--- src/rtl/fsup_pkg.sv ---
package fsup_pkg;
  localparam int NUM_FLT = 3;
  localparam int FLT_SC  = 0;
  localparam int FLT_OL  = 1;
  localparam int FLT_SG  = 2;
  typedef logic [NUM_FLT-1:0] flt_vec_t;

  function automatic int max3(input int a, input int b, input int c);
    int m;
    m = (a > b) ? a : b;
    return (m > c) ? m : c;
  endfunction
endpackage

--- src/rtl/fsup_sync2.sv ---
module fsup_sync2 #(
  parameter int W = 4
) (
  input  logic         clk,
  input  logic         rst,
  input  logic [W-1:0] din,
  output logic [W-1:0] dout
);
  logic [W-1:0] meta_q;
  logic [W-1:0] stab_q;

  always_ff @(posedge clk) begin
    if (rst) begin
      meta_q <= '0;
      stab_q <= '0;
    end else begin
      meta_q <= din;
      stab_q <= meta_q;
    end
  end

  assign dout = stab_q;
endmodule

--- src/rtl/fsup_timebase.sv ---
module fsup_timebase #(
  parameter int DIV = 4
) (
  input  logic clk,
  input  logic rst,
  output logic tick
);
  localparam int PW = (DIV > 1) ? $clog2(DIV) : 1;
  logic [PW-1:0] pre_q;

  assign tick = (pre_q == PW'(DIV - 1));

  always_ff @(posedge clk) begin
    if (rst)       pre_q <= '0;
    else if (tick) pre_q <= '0;
    else           pre_q <= pre_q + PW'(1);
  end
endmodule

--- src/rtl/fsup_persist.sv ---
module fsup_persist #(
  parameter int CW = 5
) (
  input  logic          clk,
  input  logic          rst,
  input  logic          tick,
  input  logic          cond,
  input  logic          clr,
  input  logic [CW-1:0] lim,
  output logic          expire
);
  logic [CW-1:0] cnt_q;

  assign expire = cond & tick & ~clr & (cnt_q >= (lim - CW'(1)));

  always_ff @(posedge clk) begin
    if (rst)                           cnt_q <= '0;
    else if (!cond || clr || expire)   cnt_q <= '0;
    else if (tick)                     cnt_q <= cnt_q + CW'(1);
  end
endmodule

--- src/rtl/chan_fault_sup.sv ---
module chan_fault_sup
  import fsup_pkg::*;
#(
  parameter int TICK_DIV       = 4,
  parameter int SC_TICKS       = 2,
  parameter int OL_LONG_TICKS  = 16,
  parameter int OL_SHORT_TICKS = 4,
  parameter int SG_TICKS       = 6,
  parameter bit HAS_ILIM_SEL   = 1'b1
) (
  input  logic clk,
  input  logic rst,
  input  logic low_supply,
  input  logic drive_n,
  input  logic oc_hi_raw,
  input  logic oc_lo_raw,
  input  logic ilim_sel_lo,
  input  logic ol_raw,
  input  logic ol_short_sel,
  input  logic sg_raw,
  input  logic diag_clr,
  output logic gate_en,
  output logic sc_flag,
  output logic ol_flag,
  output logic sg_flag
);
  localparam int MAX_T = max3(SC_TICKS, max3(OL_LONG_TICKS, OL_SHORT_TICKS, 1), SG_TICKS);
  localparam int CW    = $clog2(MAX_T + 1);

  logic       hold;
  logic       tick;
  logic [3:0] raw_v;
  logic [3:0] syn_v;
  logic       sel_eff;
  logic       oc_pick;
  logic       gate_q;
  logic       lock_q;
  logic       lock_nxt;
  flt_vec_t   cond_v;
  flt_vec_t   exp_v;
  flt_vec_t   flags_q;
  logic [CW-1:0] lim_v [NUM_FLT];

  assign hold  = rst | low_supply;
  assign raw_v = {sg_raw, ol_raw, oc_lo_raw, oc_hi_raw};

  fsup_sync2 #(.W(4)) u_sync (
    .clk (clk),
    .rst (hold),
    .din (raw_v),
    .dout(syn_v)
  );

  fsup_timebase #(.DIV(TICK_DIV)) u_tb (
    .clk (clk),
    .rst (hold),
    .tick(tick)
  );

  generate
    if (HAS_ILIM_SEL) begin : g_isel
      assign sel_eff = ilim_sel_lo;
    end else begin : g_fixed
      assign sel_eff = 1'b0;
    end
  endgenerate

  assign oc_pick = sel_eff ? syn_v[1] : syn_v[0];

  assign cond_v[FLT_SC] = gate_q & oc_pick;
  assign cond_v[FLT_OL] = gate_q & syn_v[2];
  assign cond_v[FLT_SG] = ~gate_q & syn_v[3];

  assign lim_v[FLT_SC] = CW'(SC_TICKS);
  assign lim_v[FLT_OL] = ol_short_sel ? CW'(OL_SHORT_TICKS) : CW'(OL_LONG_TICKS);
  assign lim_v[FLT_SG] = CW'(SG_TICKS);

  generate
    for (genvar j = 0; j < NUM_FLT; j++) begin : g_flt
      fsup_persist #(.CW(CW)) u_pers (
        .clk   (clk),
        .rst   (hold),
        .tick  (tick),
        .cond  (cond_v[j]),
        .clr   (diag_clr),
        .lim   (lim_v[j]),
        .expire(exp_v[j])
      );
    end
  endgenerate

  assign lock_nxt = drive_n ? 1'b0 : (lock_q | exp_v[FLT_SC]);

  always_ff @(posedge clk) begin
    if (hold) begin
      lock_q  <= 1'b0;
      gate_q  <= 1'b0;
      flags_q <= '0;
    end else begin
      lock_q  <= lock_nxt;
      gate_q  <= ~drive_n & ~lock_nxt;
      flags_q <= diag_clr ? '0 : (flags_q | exp_v);
    end
  end

  assign gate_en = gate_q;
  assign sc_flag = flags_q[FLT_SC];
  assign ol_flag = flags_q[FLT_OL];
  assign sg_flag = flags_q[FLT_SG];
endmodule

--- config.mk ---
export PLATFORM = sky130hd
export DESIGN_NAME = chan_fault_sup
export DESIGN_NICKNAME = d
export VERILOG_FILES = /design/src/rtl/fsup_pkg.sv /design/src/rtl/fsup_sync2.sv /design/src/rtl/fsup_timebase.sv /design/src/rtl/fsup_persist.sv /design/src/rtl/chan_fault_sup.sv
export SDC_FILE = /design/constraint.sdc
export NUM_CORES = 1
export LEC_CHECK = 0
export BUFFER_PORTS_ARGS = -buffer_cell sky130_fd_sc_hd__buf_2
export CORE_ASPECT_RATIO = 0.9
export CORE_MARGIN = 2
export CORE_UTILIZATION = 30
export DETAILED_ROUTE_END_ITERATION = 8
export PLACE_DENSITY_LB_ADDON = 0.05
export SLEW_MARGIN = 20
export SYNTH_ARGS = -nofsm -noshare
export SYNTH_HDL_FRONTEND = slang
export SYNTH_SLANG_ARGS = --single-unit
export TNS_END_PERCENT = 1
--- constraint.sdc ---
create_clock -name clk -period 1.8 [get_ports clk]
set_input_delay 0.27 -clock clk [delete_from_list [all_inputs] [get_ports clk]]
set_output_delay 0.27 -clock clk [all_outputs]
set_load 0.01 [all_outputs]
== Word level (Yosys, flattened, before mapping) ==
Cells that the tools add are included.
Word-level totals
  bits in registers: 30
  input port bits: 11
  output and inout port bits: 4
  logic and storage cells: 55
Cells by class
  add/sub/neg operators: 5
  $lt $le $gt $ge: 3
  equality and inequality tests: 1
  muxes and demuxes: 3
  bitwise logic cells: 20
  reductions and logical operators: 14
Operators with widths (count)
  $add 5x1->5 const B: 3
  $and 1x1->1: 13
  $reduce_or 2->1: 5
  $logic_or 1x1->1: 6
  $ge 5x1->1 const B: 1
  $ge 5x3->1 const B: 1
  $ge 5x5->1: 1
  $mux 5: 1
  $sub 5x1->5 const B: 1
  $not 1->1: 4
  $logic_not 1->1: 3
  $or 3x3->3: 1
  $add 2x1->2 const B: 1
  $eq 2x2->1 const B: 1
  $mux 1: 2
  $or 1x1->1: 2

== Depth between registers and ports, before layout ==
Gate-level depths: netlist (run 1).
  depth in word-level cells: 9
  depth in mapped cells: 6
  mapped depth without buffers: 6

== By module ==
Synthesis (run 1) repeated with hierarchy kept, for this count alone.
Second synthesis, totals
  cell total of the unflattened synthesis: 186
  area total of the unflattened synthesis: 1819.2 um^2
Modules (own cells, without submodules)
  fsup_persist: instances 3, cells each 48, area an instance 445.4 um^2, seq. area each 100.1 um^2
  fsup_sync2: instances 1, cells each 16, area an instance 210.2 um^2, seq. area each 160.2 um^2
  chan_fault_sup: instances 1, cells each 21, area an instance 197.7 um^2, seq. area each 100.1 um^2
  fsup_timebase: instances 1, cells each 5, area an instance 75.1 um^2, seq. area each 40.0 um^2

== Least setup slack after synthesis (run 1) ==
Ideal clock, no wire load.
  path type: reg-to-reg
  start point: register g_flt[2].u_pers.cnt_q[1]
  end point: register flags_q[2]
  library setup time: 115 ps
  arrival time: 1379 ps
  path slack: 306 ps
  cell stages (with the launch flop): 7
  path buffers: 0
  clock period less this slack: 1494 ps
  cells stage by stage: dfxtp_1 inv_1 ha_1 or3_4 a211oi_4 nor4bb_1 o21a_1
Between the ends
  word-level cells in the longest chain between the ends: 3
Ends and longest elaborated chain
  start: declaration: RTL line fsup_persist.sv:12  | logic [CW-1:0] cnt_q;
  start signal: assignment: RTL line fsup_persist.sv:19  | else if (tick) cnt_q <= cnt_q + CW'(1);
  $ge 5x3->1: RTL line fsup_persist.sv:14  | assign expire = cond & tick & ~clr & (cnt_q >= (lim - CW'(1)));
  $and 1x1->1: RTL line fsup_persist.sv:14
  $or 3x3->3: RTL line chan_fault_sup.sv:102  | flags_q <= diag_clr ? '0 : (flags_q | exp_v);
  end signal: assignment: RTL line chan_fault_sup.sv:102
  end: declaration: RTL line chan_fault_sup.sv:41  | flt_vec_t flags_q;
Every way passes these cells.
A chain may end at the register's enable or synchronous reset.

== Final worst setup path (run 1) ==
Ends and elaborated chain as after synthesis.

==> flow_results.org, run 1 <==
** Placed design
- Weighted congestion at the end of routability-driven global placement :: just under 0.8
- The count of buffers added on input and output ports is 14.
- Hpwl dp :: roughly 1.7 mm
- DP Worst Slack :: 0.199 ns

** Worst setup path
- Type of the worst setup path :: reg2reg
- Highest net fanout along the worst path :: 4
- WP data arrival :: around 1.8 ns
- The slowest stage of the critical path belongs to the cell sky130_fd_sc_hd__dfxtp_1.
- The critical path goes through inv_1, ha_1, or3_4, a211oi_4, nor4bb_1, o21a_1.
- Element type at the critical path start :: flop
- The number of buffers and inverters on the critical path is 1.
- Counting buffers and inverters, the worst setup path is 6 cells deep.
- The worst setup path is captured at a flop.
- Required time of the critical path :: approximately 2.0 ns
- Cell family contributing the most delay on the critical path :: compound AO/OA/AOI/OAI gates
- Worst-case reg-to-reg path depth :: 6
- On the worst path, the slowest cell contributes a delay of 0.37 ns.

** STA
- Static timing analysis puts the maximum clock frequency at 0.617 GHz.
- The hold violation total from the final report came to 0.
- Period utilisation layout :: 90.1%
- Final slew viol count :: 0
- Once routing completed, OpenROAD measured the worst setup slack at 0.179 ns.
- On the final layout, the worst clock skew is roughly 0.0018 ns.
- Least-Margin Pin Slew :: ~0.35 ns
- The routed design could run at a clock period as short as around 1.6 ns.
- The tightest hold path in the finished design has a slack of approximately 0.18 ns.
- RSZ-0062 raised after global routing :: false
- Setup total negative slack on the finished layout was measured at 0 ns.
- Relative slew slack :: between 70% and 80%
- Setup violations remaining at the end of the flow were counted as 0.

** Global route
- Number of antenna violations at the first check in global routing :: 0
- The first global-routing pass estimated 4.21 mm of wire.
- Global routing used 11.6% of the available tracks across all layers.
- The number of global-route vias before repair came to 937.
- Overflow left after global routing :: 0
- Maximum number of pins on one net before global-route repair :: 29

** Floorplanning
- Effective utilization at floorplan :: 31.6%
- The die is around 73 µm wide.
- # IOs :: 15
- In this run the core area contains 22 standard-cell rows.
- Area of the core :: 4100 µm²
- The floorplan step defined a die boundary enclosing just under 5000 µm².
- The die is 66.4 µm tall.

** Synthesis
- Number of nets produced by synthesis :: around 150
- Post-Synthesis Cells :: 133
- For this run, the leading register cell type out of synthesis is sky130_fd_sc_hd__dfxtp_1.
- Synthesized cell area :: 1300 µm²
- Count of flip-flops with a built-in enable after synthesis :: 0
- In this run, synthesis produced a sequential element count of 30.
- The number of different library cells used by synthesis comes to 35.
- Avg Cell Area, Syn :: 9.75 µm²
- Count of warnings emitted by yosys :: 0
- Of all flip-flops after synthesis, the portion carrying an async set or reset was 0%.
- Sequential cells were found to cover roughly 46% of the synthesized design area.

** CTS
- CTS buffer count :: 5
- Setup Buffers After CTS :: 0
- The clock drives 30 sinks.
- CTS tree :: done
- H-tree levels :: 2
- Buffers inserted to repair hold after CTS numbered 0.
- Longest Clk Path Bufs :: 2
- Root buffer cell :: sky130_fd_sc_hd__clkbuf_8
- Cts repair resizes :: 0
- Clock-pin slew was measured on the worst setup and hold paths at 0.06 ns.
- At the later pin of the worst-skew pair, clock insertion delay measures roughly 0.28 ns.

** Flow run
- The tool flagged a number of max-cap violations equal to 0.

** Routing
- Dividing the detail-routed wire length by the instance count gives 12.0 µm.
- For this block, the initial DRC count from the detailed router was 32.
- The final layout contains routed wiring with a total length of 2.42 mm.
- First-pass detailed-route iteration total :: 4
- Routed Antenna Nets :: 0
- Detailed routing inserted a total of 1,013 vias.
- Vias per inst :: between 5 and 6
- Post-route DRC violation count :: 0

** Status
- Result of the run :: finished clean

** Final layout
- Ant diodes :: 0
- After filler insertion, the fill cell instance count of the layout stands at 412.
- At the end of the flow, the number of nets in the layout was 171.
- Share of final-layout standard cells stronger than drive strength 1 :: 17.6%
- Compared with the post-synthesis result, the final layout area differs by 19.0%.

** Hold path
- The min-delay analysis places its worst path in the category in2reg.
- Counting instances, the worst hold path has a depth of 2.

** Power and ir drop
- Power density normalized to cell area :: 874 nW/µm²
- Worst VDD drop :: roughly 460 µV
- For this design the static power due to leakage is 0.577 nW.
==> layout make-up <==
cell class,instances,area (µm²),share of cell area (%)
Sequential cell,30,601,38.9
Tap cell,48,60.1,3.89
Timing Repair Buffer,15,90.1,5.84
Multi-Input combinational cell,98,674,43.7
Clock buffer,8,110,7.14
Inverter,2,7.51,0.487
==> cells in the mapped netlist, types with 2 or more instances <==
library cell	instances	area (µm²)
sky130_fd_sc_hd__nand3_1	9	45.0
sky130_fd_sc_hd__nor2_1	10	37.5
sky130_fd_sc_hd__nor3_1	2	10.0
sky130_fd_sc_hd__nand4_1	2	12.5
sky130_fd_sc_hd__a21oi_1	8	40.0
sky130_fd_sc_hd__o21a_1	4	30.0
sky130_fd_sc_hd__a211oi_1	3	22.5
sky130_fd_sc_hd__nand2b_1	6	37.5
sky130_fd_sc_hd__nor4_1	2	12.5
sky130_fd_sc_hd__nor2b_1	4	25.0
sky130_fd_sc_hd__dfxtp_1	30	601
sky130_fd_sc_hd__ha_1	8	100
sky130_fd_sc_hd__buf_2	2	10.0
sky130_fd_sc_hd__and3_1	3	18.8
sky130_fd_sc_hd__xor2_1	2	17.5
sky130_fd_sc_hd__nor3b_1	3	22.5
sky130_fd_sc_hd__nand3b_1	4	30.0
sky130_fd_sc_hd__inv_1	2	7.51
sky130_fd_sc_hd__and2_1	8	50.1
sky130_fd_sc_hd__mux2i_1	2	20.0
sky130_fd_sc_hd__a31oi_1	3	18.8
sky130_fd_sc_hd__nand2_1	3	11.3
==> sequential cells by signal (all words and copies together), names as in the netlist <==
signal,flops
flags_q,3
g_flt.u_pers.cnt_q,15
gate_en,1
lock_q,1
u_sync.dout,4
u_sync.meta_q,4
u_tb.pre_q,2
==> cell usage in the layout, fill, tap and decap left out, types with 4 or more instances in the layout <==
| master | count |
|---|---|
| sky130_fd_sc_hd__dfxtp_1 | 30 |
| sky130_fd_sc_hd__o21a_1 | 4 |
| sky130_fd_sc_hd__nor2_1 | 10 |
| sky130_fd_sc_hd__nor2b_1 | 4 |
| sky130_fd_sc_hd__nand3_1 | 9 |
| sky130_fd_sc_hd__a21oi_1 | 8 |
| sky130_fd_sc_hd__buf_2 | 14 |
| sky130_fd_sc_hd__clkbuf_8 | 8 |
| sky130_fd_sc_hd__ha_1 | 8 |
| sky130_fd_sc_hd__nand3b_1 | 4 |
| sky130_fd_sc_hd__nand2b_1 | 6 |
| sky130_fd_sc_hd__and2_1 | 8 |
==> worst reg2reg max path: cells and delay by family (launching register included) <==
| family | cells | cell delay [ns] |
|---|---|---|
| buf+inv | 1 | 0.07 |
| simple gates | 2 | 0.43 |
| compound gates | 2 | 0.47 |
| fa+ha+maj | 1 | 0.18 |
| flops | 1 | 0.37 |
==> path summary, 6_finish.rpt <==
kind	startpoint	endpoint	slack, ns
worst max-delay path	g_flt[2].u_pers.cnt_q[1]	flags_q[2]	0.18
worst min-delay path	drive_n	gate_en	0.18
worst max register to register	g_flt[2].u_pers.cnt_q[1]	flags_q[2]	0.18
worst min register to register	u_tb.pre_q[0]	u_tb.pre_q[0]	0.43
==> where the power goes <==
| group | leakage (nW) | internal, mW | total [mW] | switching, mW |
|---|---|---|---|---|
| logic | 0.277 | 0.0182 | 0.0349 | 0.0167 |
| registers | 0.243 | 0.672 | 0.675 | 0.00332 |
| clock network | 0.0575 | 0.386 | 0.638 | 0.252 |
==> routing by layer <==
layer | vias to the layer above | wire (µm) | global-route usage [%]
li1 | 513 | - | -
met2 | 18 | 1100 | 17.9
met4 | 0 | 44 | 6.82
met5 | - | 0 | 0
met1 | 477 | 1180 | 13.8
met3 | 5 | 94 | 4.12
==> through the flow <==
| stage | cell area, µm² | power (mW) | std cells | util (%) |
|---|---|---|---|---|
| after CTS | 1540 | 1.37 | 201 | 37.6 |
| final | 1540 | 1.35 | 201 | 37.6 |
| after detailed placement | 1430 | 0.726 | 193 | 34.9 |
| after floorplan | 1300 | 0.707 | 133 | - |
| after global routing | 1540 | 1.41 | 201 | 37.6 |
| after global placement | 1430 | 0.725 | 193 | 34.9 |
==> logic make-up after synthesis <==
kind of cell,synth area share (%)
DFF,46.3
buffers and inverters,1.64
and+or+nand+nor,28.4
muxes,1.54
adders and majority gates,7.72
xor gates and xnor gates,1.35
AOI/OAI and AO/OA,13.0
(Power assumes the default switching activity.)
==> run 2: changes to the inputs <==
- CORE_UTILIZATION: 30 -> 25
==> flow_results.org, run 2 (synthesis gave the netlist of run 1 again) <==
** Floorplanning
- The floorplan has 24 rows.
- Width of the die :: ~80 µm
- # IOs :: 15
- The die covers 5780 µm².
- Measured along the y axis, the die boundary spans 72.3 µm.
- Area of the core :: a little under 5000 µm²
- Once the floorplan was initialized, standard cells occupied 26.3% of the core.

** CTS
- H-tree levels :: 2
- Clock-pin slew was measured on the worst setup and hold paths at 0.07 ns.
- Setup Buffers After CTS :: 0
- The clock drives 30 sinks.
- Root buffer cell :: sky130_fd_sc_hd__clkbuf_8
- Longest Clk Path Bufs :: 2
- The later pin in the worst-skew pair is clocked with a latency of 0.28 ns.
- Counting the buffers created by CTS gives 5.
- Cts repair resizes :: 0
- TritonCTS built the clock tree.
- Number of hold-repair buffers added at the cts stage :: 0

** Global route
- Global router's overall resource usage :: slightly above 10%
- After global routing the overflow that remains totals 0.
- Global-route wire length before repair :: 4.41 mm
- Vias in the first global route :: 940
- Maximum number of pins on one net before global-route repair :: 31
- Number of antenna violations at the first check in global routing :: 0

** Status
- Result of the run :: finished clean

** Worst setup path
- WP data arrival :: 1.78 ns
- WP buf/inv :: 1
- Setup crit end kind :: flop
- Cell family contributing the most delay on the critical path :: compound AO/OA/AOI/OAI gates
- The largest single stage delay on the critical path is 0.37 ns.
- Traced cell by cell, the critical path runs through inv_1, ha_1, or3_4, a211oi_4, nor4bb_1, o21a_1.
- The slowest stage of the critical path is the sky130_fd_sc_hd__dfxtp_1 cell.
- Element type at the critical path start :: flop
- The critical path is of the reg2reg type.
- Data on the critical path is required at its endpoint by 1.97 ns.
- In this run the worst path has a maximum fanout of 4.

** STA
- The tightest hold path in the finished design has a slack of 0.175 ns.
- The final critical path takes up 89.3% of the cycle.
- Setup repair after global routing left no endpoint under its margin.
- Final worst-path setup slack :: just under 0.2 ns
- Final slew viol count :: 0
- Setup total negative slack on the finished layout was measured at 0 ns.
- Final setup violation count :: 0
- Final min period :: 1.61 ns
- Least-Margin Pin Slew :: 0.356 ns
- For this run, the top clock speed supported by timing is 0.622 GHz.
- Relative slew slack :: between 70 and 80%
- Fin Clk Skew :: 0.00493 ns
- The hold violation total from the final report was 0.

** Placed design
- After detailed placement, the total cell area comes to roughly 1400 µm².
- Counting tap cells, the placed design contains a total of 210 instances.
- IO buf count :: 14
- After legalization and detailed placement, the total HPWL measured 1.82 mm.
- Weighted congestion at the end of routability-driven global placement :: 0.796
- At the placement stage, the worst setup path has a slack of 0.205 ns.

** Final layout
- Relative area change from synthesis to final layout :: 18.2%
- Share of final-layout standard cells stronger than drive strength 1 :: 17.0%
- Most flop-heavy register :: g_flt.u_pers.cnt_q
- Final standard cell utilization of the core :: 31.1%
- The library cell used most frequently in the layout, excluding fill and tap cells, is sky130_fd_sc_hd__dfxtp_1.
- Ant diodes :: 0
- Max reg flops :: 15
- Post-route design area :: 1530 µm²
- Leading cell types in the layout, fill and taps excluded :: 30 x sky130_fd_sc_hd__dfxtp_1, 14 x sky130_fd_sc_hd__buf_2, 10 x sky130_fd_sc_hd__nor2_1, 9 x sky130_fd_sc_hd__nand3_1
- For this run, the number of standard cells in the final layout without fillers is 218.
- After the last flow step, the layout net total stands at 171.

** Flow run
- Across the run, the number of max-cap violations was 0.

** Power and ir drop
- Leak pwr :: 0.565 nW
- Power, Total :: ~1.3 mW
- VDD sags by at most 260 µV.
- In this run the power density over the cells is 826 nW/µm².

** Routing
- For this run, design rule violations remaining after detail routing come to 0.
- Detailed router's first-iteration violation count :: 52
- Using the TritonRoute via totals, the vias-per-cell ratio works out to about 4.6.
- Once detail routing completed, the nets flagged for antenna violations numbered 0.
- The routed layout has 1,005 vias.
- Drt wl/cell :: about 12 µm
- First-pass detailed-route iteration total :: 4
- Total wire length after detailed routing :: 2.55 mm

** Hold path
- Min-Delay Path Class :: in2reg
run 2: cell types whose count changed in the layout (fill, tap and decap cells not counted):
cell and change:
sky130_fd_sc_hd__buf_4 +1, sky130_fd_sc_hd__clkbuf_8 -2, sky130_fd_sc_hd__buf_12 -1, sky130_fd_sc_hd__clkbuf_1 +1, sky130_fd_sc_hd__clkinv_2 +1
run 2: power by group:
group          total [mW]  internal [mW]  switching [mW]
registers           0.675          0.672         0.00306
logic              0.0347         0.0178          0.0169
clock network       0.557          0.308           0.249
total                1.27          0.998           0.269
run 2: area by class of cell:
class / count / area [µm²]
Clock buffer: 7 / 86.3
Clock inverter: 1 / 5.00
Fill cell: 540 / 3390
Inverter: 2 / 7.51
Multi-Input combinational cell: 98 / 674
Sequential cell: 30 / 601
Tap cell: 65 / 81.3
Timing Repair Buffer: 15 / 77.6
run 2: final timing paths:
check	startpoint	endpoint	slack, ns	depth (start not counted)
setup / recovery	g_flt[2].u_pers.cnt_q[1]	flags_q[2]	0.19	6
hold / removal	drive_n	lock_q	0.17	2
setup reg to reg	g_flt[2].u_pers.cnt_q[1]	flags_q[2]	0.19	6
hold reg to reg	u_tb.pre_q[0]	u_tb.pre_q[0]	0.43	1
run 2: routing by layer:
metal	GRT usage, %	vias up	wire length (µm)	share of wire [%]
met5	0	-	0	0
met4	4.71	0	50	2.0
met3	3.86	6	83	3.3
met2	15.3	12	1180	46
met1	12.7	475	1230	48
li1	-	512	-	-
